### src/rtl/sflag_pkg.sv
// Shared widths, kind and size codes, and flag positions for the
// shift/rotate flag generator. Assumes operands of at most 64 bits.
package sflag_pkg;
    localparam int DATA_W = 64;
    localparam int CNT_W  = $clog2(DATA_W);
    localparam int IDX_W  = CNT_W + 1;
    localparam int FLAG_N = 7;

    localparam int FI_CF  = 0;
    localparam int FI_PF  = 1;
    localparam int FI_AF  = 2;
    localparam int FI_ZF  = 3;
    localparam int FI_SF  = 4;
    localparam int FI_OF  = 5;
    localparam int FI_ECF = 6;

    typedef enum logic [2:0] {
        SK_SHL = 3'd0,
        SK_SHR = 3'd1,
        SK_SAR = 3'd2,
        SK_ROL = 3'd3,
        SK_ROR = 3'd4,
        SK_RCL = 3'd5,
        SK_RCR = 3'd6
    } shift_kind_e;

    typedef enum logic [1:0] {
        OSZ_8  = 2'd0,
        OSZ_16 = 2'd1,
        OSZ_32 = 2'd2,
        OSZ_64 = 2'd3
    } opsize_e;

    // Operand width in bits for a size code
    function automatic logic [IDX_W-1:0] op_width(input logic [1:0] s);
        return IDX_W'(8) << s;
    endfunction

    // Bit of a data word at a computed index, 0 when out of range
    function automatic logic pick(input logic [DATA_W-1:0] v,
                                  input logic [IDX_W-1:0] i);
        return (i < IDX_W'(DATA_W)) ? v[i[CNT_W-1:0]] : 1'b0;
    endfunction
endpackage

### src/rtl/sflag_count.sv
// Count conditioning: masks the raw count to the operand size, and
// derives the width-clamped count and the rotate-through-carry count
// (modulo width+1). Assumes the four fixed operand sizes.
module sflag_count
    import sflag_pkg::*;
(
    input  logic [CNT_W-1:0] amt_i,
    input  logic [1:0]       size_i,
    output logic [IDX_W-1:0] width_o,
    output logic [IDX_W-1:0] cnt_o,
    output logic [IDX_W-1:0] sat_o,
    output logic [IDX_W-1:0] rot_o,
    output logic             active_o
);
    // Mask, clamp and reduce the requested count
    always_comb begin
        width_o = op_width(size_i);
        if (opsize_e'(size_i) == OSZ_64) begin
            cnt_o = IDX_W'(amt_i);
        end else begin
            cnt_o = IDX_W'(amt_i[CNT_W-2:0]);
        end
        active_o = (cnt_o != '0);
        sat_o    = (cnt_o > width_o) ? width_o : cnt_o;
        case (opsize_e'(size_i))
            OSZ_8:   rot_o = cnt_o % IDX_W'(9);
            OSZ_16:  rot_o = cnt_o % IDX_W'(17);
            default: rot_o = cnt_o;
        endcase
    end

    // clamped count never exceeds the operand width
    always_comb begin
        a_r6_sat_bounded: assert (sat_o <= width_o)
            else $error("sat count above width");
    end
endmodule

### src/rtl/sflag_carry.sv
// Carry and overflow rule selection per shift/rotate kind. Assumes the
// count inputs come from sflag_count and that kind codes 0..6 are used;
// other codes yield CF=OF=0.
module sflag_carry
    import sflag_pkg::*;
(
    input  logic [2:0]        kind_i,
    input  logic [DATA_W-1:0] src_i,
    input  logic [DATA_W-1:0] res_i,
    input  logic [IDX_W-1:0]  width_i,
    input  logic [IDX_W-1:0]  cnt_i,
    input  logic [IDX_W-1:0]  sat_i,
    input  logic [IDX_W-1:0]  rot_i,
    input  logic              cf_in_i,
    output logic              cf_o,
    output logic              of_o
);
    logic [IDX_W-1:0] top_idx;
    logic             src_msb;
    logic             res_msb;
    logic             res_lsb;
    logic             res_nmsb;

    // Most significant positions of source and result for this size
    always_comb begin
        top_idx  = width_i - IDX_W'(1);
        src_msb  = pick(src_i, top_idx);
        res_msb  = pick(res_i, top_idx);
        res_nmsb = pick(res_i, width_i - IDX_W'(2));
        res_lsb  = res_i[0];
    end

    // Per-kind carry and overflow rules
    always_comb begin
        cf_o = 1'b0;
        of_o = 1'b0;
        case (shift_kind_e'(kind_i))
            SK_SHL: begin
                cf_o = (cnt_i <= width_i) ? pick(src_i, width_i - cnt_i) : 1'b0;
                of_o = cf_o ^ res_msb;
            end
            SK_SHR: begin
                cf_o = (cnt_i <= width_i) ? pick(src_i, cnt_i - IDX_W'(1)) : 1'b0;
                of_o = src_msb;
            end
            SK_SAR: begin
                cf_o = pick(src_i, sat_i - IDX_W'(1));
                of_o = 1'b0;
            end
            SK_ROL: begin
                cf_o = res_lsb;
                of_o = res_msb ^ res_lsb;
            end
            SK_ROR: begin
                cf_o = res_msb;
                of_o = res_msb ^ res_nmsb;
            end
            SK_RCL: begin
                cf_o = (rot_i == '0) ? cf_in_i : pick(src_i, width_i - rot_i);
                of_o = cf_o ^ res_msb;
            end
            SK_RCR: begin
                cf_o = (rot_i == '0) ? cf_in_i : pick(src_i, rot_i - IDX_W'(1));
                of_o = cf_in_i ^ src_msb;
            end
            default: begin
                cf_o = 1'b0;
                of_o = 1'b0;
            end
        endcase
    end

    // arithmetic right shift by the width or more replicates the sign into CF
    always_comb begin
        if (shift_kind_e'(kind_i) == SK_SAR && cnt_i >= width_i) begin
            a_r6_sar_sign_carry: assert (cf_o == src_msb)
                else $error("sar carry not sign");
        end
    end

    // rotate right overflow relates the new carry to the next bit down
    always_comb begin
        if (shift_kind_e'(kind_i) == SK_ROR) begin
            a_r8_ror_of: assert (of_o == (cf_o ^ res_nmsb))
                else $error("ror overflow mismatch");
        end
    end

    // a zero reduced rotate-through-carry count keeps the carry
    always_comb begin
        if ((shift_kind_e'(kind_i) == SK_RCR || shift_kind_e'(kind_i) == SK_RCL)
            && rot_i == '0) begin
            a_r10_rc_keep_carry: assert (cf_o == cf_in_i)
                else $error("rc carry not kept");
        end
    end
endmodule

### src/rtl/sflag_status.sv
// Zero, sign, parity and adjust flags from the shifted value. One lane
// per operand size is built by a generate loop; the size code picks one.
// Assumes DATA_W is at least 64.
module sflag_status
    import sflag_pkg::*;
(
    input  logic [DATA_W-1:0] res_i,
    input  logic [1:0]        size_i,
    output logic              zf_o,
    output logic              sf_o,
    output logic              pf_o,
    output logic              af_o
);
    localparam int LANES = 4;

    logic [LANES-1:0] lane_zero;
    logic [LANES-1:0] lane_msb;

    for (genvar g = 0; g < LANES; g++) begin : g_lane
        localparam int LW = 8 << g;
        assign lane_zero[g] = ~|res_i[LW-1:0];
        assign lane_msb[g]  = res_i[LW-1];
    end

    // Select the lane for this operand size and form the status bits
    always_comb begin
        zf_o = lane_zero[size_i];
        sf_o = lane_msb[size_i];
        pf_o = ~^res_i[7:0];
        af_o = 1'b0;
    end

    // a zero result cannot have its sign bit set
    always_comb begin
        a_r12_zero_not_signed: assert (!(zf_o && sf_o))
            else $error("zero and sign both set");
    end
endmodule

### src/rtl/shift_flag_gen.sv
// Top of the shift/rotate flag generator. Combines the count, carry and
// status units and merges their flags into the incoming vector under the
// select mask. Purely combinational; assumes the external shifter has
// already produced res_i from src_i.
module shift_flag_gen
    import sflag_pkg::*;
(
    input  logic [63:0] src_i,
    input  logic [63:0] res_i,
    input  logic [5:0]  amt_i,
    input  logic [2:0]  kind_i,
    input  logic [1:0]  size_i,
    input  logic [6:0]  sel_i,
    input  logic [6:0]  flags_i,
    output logic [6:0]  flags_o
);
    logic [IDX_W-1:0]  width;
    logic [IDX_W-1:0]  cnt;
    logic [IDX_W-1:0]  sat;
    logic [IDX_W-1:0]  rot;
    logic              active;
    logic              cf_rule;
    logic              of_rule;
    logic              zf;
    logic              sf;
    logic              pf;
    logic              af;
    logic [FLAG_N-1:0] upd;

    sflag_count u_count (
        .amt_i    (amt_i),
        .size_i   (size_i),
        .width_o  (width),
        .cnt_o    (cnt),
        .sat_o    (sat),
        .rot_o    (rot),
        .active_o (active)
    );

    sflag_carry u_carry (
        .kind_i   (kind_i),
        .src_i    (src_i),
        .res_i    (res_i),
        .width_i  (width),
        .cnt_i    (cnt),
        .sat_i    (sat),
        .rot_i    (rot),
        .cf_in_i  (flags_i[FI_CF]),
        .cf_o     (cf_rule),
        .of_o     (of_rule)
    );

    sflag_status u_status (
        .res_i    (res_i),
        .size_i   (size_i),
        .zf_o     (zf),
        .sf_o     (sf),
        .pf_o     (pf),
        .af_o     (af)
    );

    // Assemble the candidate flag vector
    always_comb begin
        upd         = '0;
        upd[FI_CF]  = cf_rule;
        upd[FI_ECF] = cf_rule;
        upd[FI_OF]  = of_rule;
        upd[FI_ZF]  = zf;
        upd[FI_SF]  = sf;
        upd[FI_PF]  = pf;
        upd[FI_AF]  = af;
    end

    // Merge selected bits over the incoming flags when the count is live
    always_comb begin
        if (active) begin
            flags_o = (flags_i & ~sel_i) | (upd & sel_i);
        end else begin
            flags_o = flags_i;
        end
    end

    // unselected flags pass through
    always_comb begin
        a_r1_unselected_hold: assert ((flags_o & ~sel_i) == (flags_i & ~sel_i))
            else $error("unselected flag changed");
    end

    // an inactive count leaves the flags alone
    always_comb begin
        if (!active) begin
            a_r2_zero_count_hold: assert (flags_o == flags_i)
                else $error("flags changed on zero count");
        end
    end

    // selected ECF and CF agree after a live shift
    always_comb begin
        if (active && sel_i[FI_CF] && sel_i[FI_ECF]) begin
            a_r11_ecf_matches_cf: assert (flags_o[FI_ECF] == flags_o[FI_CF])
                else $error("ecf differs from cf");
        end
    end

    // selected AF is cleared by a live shift
    always_comb begin
        if (active && sel_i[FI_AF]) begin
            a_r12_af_cleared: assert (flags_o[FI_AF] == 1'b0)
                else $error("af not cleared");
        end
    end
endmodule

### config.mk
export PLATFORM = sky130hd
export DESIGN_NAME = shift_flag_gen
export DESIGN_NICKNAME = d
export VERILOG_FILES = /design/src/rtl/sflag_pkg.sv /design/src/rtl/sflag_count.sv /design/src/rtl/sflag_carry.sv /design/src/rtl/sflag_status.sv /design/src/rtl/shift_flag_gen.sv
export SDC_FILE = /design/constraint.sdc
export NUM_CORES = 1
export LEC_CHECK = 0
export CAP_MARGIN = 20
export CORE_MARGIN = 2
export CORE_UTILIZATION = 45
export DETAILED_ROUTE_END_ITERATION = 10
export PLACE_DENSITY = 0.81
export SETUP_SLACK_MARGIN = 0.1
export SLEW_MARGIN = 20
export SYNTH_ARGS = -nofsm -noshare
export SYNTH_HDL_FRONTEND = slang
export SYNTH_SLANG_ARGS = --single-unit
export TNS_END_PERCENT = 30
### constraint.sdc
create_clock -name vclk -period 14.55
set_input_delay 3.6375 -clock vclk [all_inputs]
set_output_delay 3.6375 -clock vclk [all_outputs]
set_load 0.005 [all_outputs]
==> run metrics, run 1 <==
outcome=complete, no violations; Critical Path RT=between 10 and 15 ns; hold_buf cts=0; initial antenna violation count=1; compound-cell area share of the yosys netlist=0.270; post-synth top area share=0.298; Post-Layout Cell Count=991; Vias/cell=6.85; core region area=about 11000 um2; worst-path fanout max=7; type of the most critical hold path=in2out; hold slack=7.99 ns; Die ar.=between 10000 and 15000 um2; Row Count=39; main area contributors after synthesis=mux4_2 30%, mux2i_1 6.0%, ha_1 5.8%; post-route ant nets=0; multiplexer area fraction after synthesis=0.396; Post-Synthesis Cells=584; P_leak=0.00318 uW; Simple-Gate Fraction of Synth Area=0.166; relative slew slack=0.297; slowest CP cell=a311o_1; WP data arrival=10.68 ns; largest family of logic cells by synthesized area=multiplexers; crit path time final=14.32 ns; fin util=0.737; GR Util met2=0.616; slowest stage delay, CP=0.36 ns; CP Launch Type=primary input; GRT Max-Usage Layer=met2; FMAX=0.0698 GHz; Mean Syn Cell Area=8.81 um2; final critical-path share of the clock period=0.984; GR Layer Usage met3=0.113; MaxCap Viol Count=0; num sequential=0; DRT iter0 DRCs=about 650; drt wl/cell=23.7 um; Synth Area in XOR/XNOR=0.0540; DP Cell Count=960; crit path kind=in2out; worst slew pin tran=1.05 ns; CP Capture Type=primary output; vias=6788; cell mode on critical path=buf_4; RSZ-0062 raised after global routing=true; largest net degree at the start of global routing=43; Synth area leader=mux4_2; Die Ht=111 um; Final #Nets=1026; top-count cell post-synth=mux4_2; Ports=160; global route overflow=0; Initial Util=0.456; Post-route DRC=0; Yosys warning total=0; final wirelength=23500 um; HPWL Detailed=18100 um; worst vdd ir=just under 0.1 mV; routing usage on met1=0.441; Register Area=0 um2; port bufs=between 150 and 200; number of clock buffers in the layout=0; TNS Setup=0 ns; vias in the first global route=6839; Distinct cells, synth=roughly 90; Synth Area in Adders=0.0603; total track usage=0.362; Hold Vio Cnt, Final=0; Final Max Slew Viols=0; commonest cells in the netlist=68 x mux4_2, 46 x nand2_1, 33 x nor2_1; Die X=between 100 and 150 um; final estimated routing congestion in global placement=1.03; Pwr Density=about 90 nW/um2; first-pass GRT wire length=approximately 36000 um; layout cells sized above 1=0.362; synthesized area=5140 um2; First-pass DRT Iterations=5; # setup viols final=0; area grow syn2layout=61.6%; post-synthesis sequential area ratio=0
## worst paths after layout
kind                    from  slack, ns    endpoint  cells after the start
setup / recovery   size_i[1]       0.23  flags_o[0]                     39
hold / removal    flags_i[5]       7.99  flags_o[5]                      3
## metrics by stage
step | worst slack (ns) | area, um2 | power, uW
floorplan | 0.206 | 5150 | 357
global placement | -0.245 | 7640 | 600
detailed placement | -0.597 | 7640 | 611
CTS | 0.122 | 8030 | 673
global route | -0.0361 | 8310 | 789
finish | 0.228 | 8310 | 752
## cell usage in the layout (no fill, tap or decap), types with 18 or more instances in the layout
cell / count
o21ai_0: 24
inv_1: 19
mux4_2: 68
mux2i_1: 27
nor2_1: 31
buf_4: 126
nor4_1: 18
o22ai_1: 27
nand2_1: 44
a21oi_1: 19
clkdlybuf4s50_1: 152
## critical path, delay by kind of cell
family,cells,cell delay (ns)
simple gates,12,1.32
xor+xnor,1,0.28
buf+inv,8,1.43
fa+ha+maj,4,1.21
compound gates,13,2.46
mux,1,0.33
## logic make-up (layout without fill, tap and decap cells)
| logic type | after synthesis | after routing |
|---|---|---|
| AO/OA/AOI/OAI | 185 | 185 |
| AND/OR/NAND/NOR | 166 | 166 |
| multiplexers | 115 | 115 |
| buffers and inverters | 62 | 324 |
| XOR/XNOR | 30 | 30 |
| adder cells (fa/ha/maj) | 25 | 25 |
| other | 1 | 3 |
## final cells by class
cell class	count	area, um2
Tap cell	143	179
Multi-Input combinational cell	523	5300
Fill cell	845	2960
Timing Repair Buffer	298	2730
Inverter	26	105
Antenna cell	1	2.50
## metal layers
layer	part of all wire	up-vias
met5	0	-
met4	0.032	0
met3	0.13	71
met2	0.48	509
met1	0.36	3240
li1	-	2968
## power by group
part,internal (uW),switching (uW)
clock,0.0000468,0
sequential,0,0
combinational,389,363
total,389,363
## repair_timing
action / 4_1_cts / 5_1_grt
resized for setup: 44 / 59
pin swaps: 17 / 26
endpoints found under the setup margin: 3 / 3
buffers inserted: 19 / 10
gates cloned: 1 / 0
(Power assumes the default switching activity.)
==> run 2: changes to the inputs <==
==> constraint.sdc (replaced) <==
create_clock -name vclk -period 14.55
set_input_delay 1.455 -clock vclk [all_inputs]
set_output_delay 1.455 -clock vclk [all_outputs]
set_load 0.005 [all_outputs]
==> run 2 against run 1 <==
Effect of this change:
- critical endpoint is now flags_o[6]
- largest cell class unchanged
- wire length shrank 14%
- sequential cell count unchanged
- cell count fell by 13%
- die area unchanged
- non-clock buffer count decreased by 132
==> run metrics, run 2 (synthesis gave the netlist of run 1 again) <==
outcome=complete, no violations; Ports=160 (unchanged); drt wl/cell=23.4 um (-0.96%); CP Capture Type=primary output; vias=6039 (-11%); slowest stage delay, CP=0.78 ns (+0.42 ns); Placement Cell Area=6810 um2 (-11%); crit path time final=12.86 ns (-1.46 ns); layout filler cell count=968 (+15%); core region area=11300 um2 (unchanged); CP Launch Type=primary input; Post-route DRC=0 (unchanged); P_leak=0.00245 uW (-23%); crit path kind=in2out; final estimated routing congestion in global placement=1.08 (+5.1%); post-CTS setup buffer count=0 (-19); First-pass DRT Iterations=6 (+1); number of clock buffers in the layout=0 (unchanged); TNS Setup=0 ns (unchanged); final wirelength=20100 um (-14%); Initial Util=0.456 (unchanged); post-route ant nets=0 (unchanged); layout cells sized above 1=0.162 (-0.200); total track usage=0.314 (-0.0483); fin util=0.605 (-0.133); most used cells in the layout excluding fill and tap cells=159 x clkdlybuf4s50_1, 68 x mux4_2, 46 x nand2_1, 33 x nor2_1, 31 x mux2i_1; # diodes=0 (-1); Pwr Density=75.7 nW/um2 (-16%); DRT iter0 DRCs=658 (+2.0%); type of the most critical hold path=in2out; RSZ-0062 raised after global routing=false; num sequential=0 (unchanged); first-pass GRT wire length=31700 um (-13%); Die X=111 um (unchanged); design area=6820 um2 (-18%); relative slew slack=0.306 (+0.00885); WP data arrival=11.41 ns (+0.73 ns); Vias/cell=7.04 (+2.8%); commonest non-fill, non-tap cell in the layout=clkdlybuf4s50_1; Register Area=0 um2 (unchanged); Row Count=39 (unchanged); Die Ht=111 um (unchanged); worst-path fanout max=14 (+7); Hold Vio Cnt, Final=0 (unchanged); vias in the first global route=5858 (-14%); area grow syn2layout=32.5%; Critical Path RT=13.10 ns (+2.19 ns); cell mode on critical path=a31oi_1; global route overflow=0 (unchanged); port bufs=160 (unchanged); post-cts resize count=0 (-100%); Final Max Slew Viols=0 (unchanged); area occupied by multi-input gates=4890 um2 (-7.6%); Final #Nets=894 (-13%); initial antenna violation count=1 (unchanged); HPWL Detailed=16000 um (-12%); largest net degree at the start of global routing=43 (unchanged); Die ar.=12300 um2 (unchanged); final critical-path share of the clock period=0.884 (-0.100); worst slew pin tran=1.04 ns (-0.00576 ns); MaxCap Viol Count=0 (unchanged); slowest CP cell=clkdlybuf4s50_1; # setup viols final=0 (unchanged); worst vdd ir=0.0538 mV (-45%); hold_buf cts=0 (unchanged); FMAX=0.0778 GHz (+11%)
==> run 2: cell type report <==
type / instances / share of cell area
multi-input cells: 523 / 0.718
inverters: 26 / 0.0151
well taps: 143 / 0.0263
repair buffers: 166 / 0.241
==> run 2: layer usage <==
layer	global-route usage	part of all wire	up-vias
met4	0.0692	0.025	0
met1	0.428	0.39	2846
li1	-	-	2690
met5	0	0	-
met3	0.0755	0.12	46
met2	0.510	0.46	457
==> run 2: power by group <==
group          total (uW)  leakage, uW  internal, uW  switching [uW]
sequential              0            0             0               0
clock                   0            0             0               0
combinational         516      0.00245           236             279
total                 516      0.00245           236             279
==> run 2: through the flow <==
stage	setup WS [ns]	hold slack, ns	total power (uW)	cells
after global routing	1.12	3.90	549	858
after detailed placement	1.88	3.86	500	858
after global placement	2.05	3.86	499	858
after CTS	1.86	3.87	503	858
final	1.69	3.87	516	858
after floorplan	4.57	2.98	357	585
==> run 2: worst max-delay path: cells and delay by family <==
kind	cells	cell delay [ns]
AND/OR/NAND/NOR	11	2.31
adder cells (fa/ha/maj)	4	1.39
AO/OA/AOI/OAI	13	3.54
multiplexers	3	1.44
buffers and inverters	2	1.25
==> run 2: path summary, 6_finish.rpt <==
| kind | start | end | slack, ns | depth (start not counted) |
|---|---|---|---|---|
| hold / removal | flags_i[3] | flags_o[3] | 3.87 | 4 |
| setup / recovery | size_i[0] | flags_o[6] | 1.69 | 33 |
==> run 3: changes to the inputs <==
--- a/config.mk
+++ b/config.mk
@@ -5,12 +5,10 @@
 export SDC_FILE = /design/constraint.sdc
 export NUM_CORES = 1
 export LEC_CHECK = 0
-export CAP_MARGIN = 20
 export CORE_MARGIN = 2
 export CORE_UTILIZATION = 45
 export DETAILED_ROUTE_END_ITERATION = 10
 export PLACE_DENSITY = 0.81
-export SETUP_SLACK_MARGIN = 0.1
 export SLEW_MARGIN = 20
 export SYNTH_ARGS = -nofsm -noshare
 export SYNTH_HDL_FRONTEND = slang
==> results of run 3 <==
Final layout, timing and power as in run 2 (identical DEF).
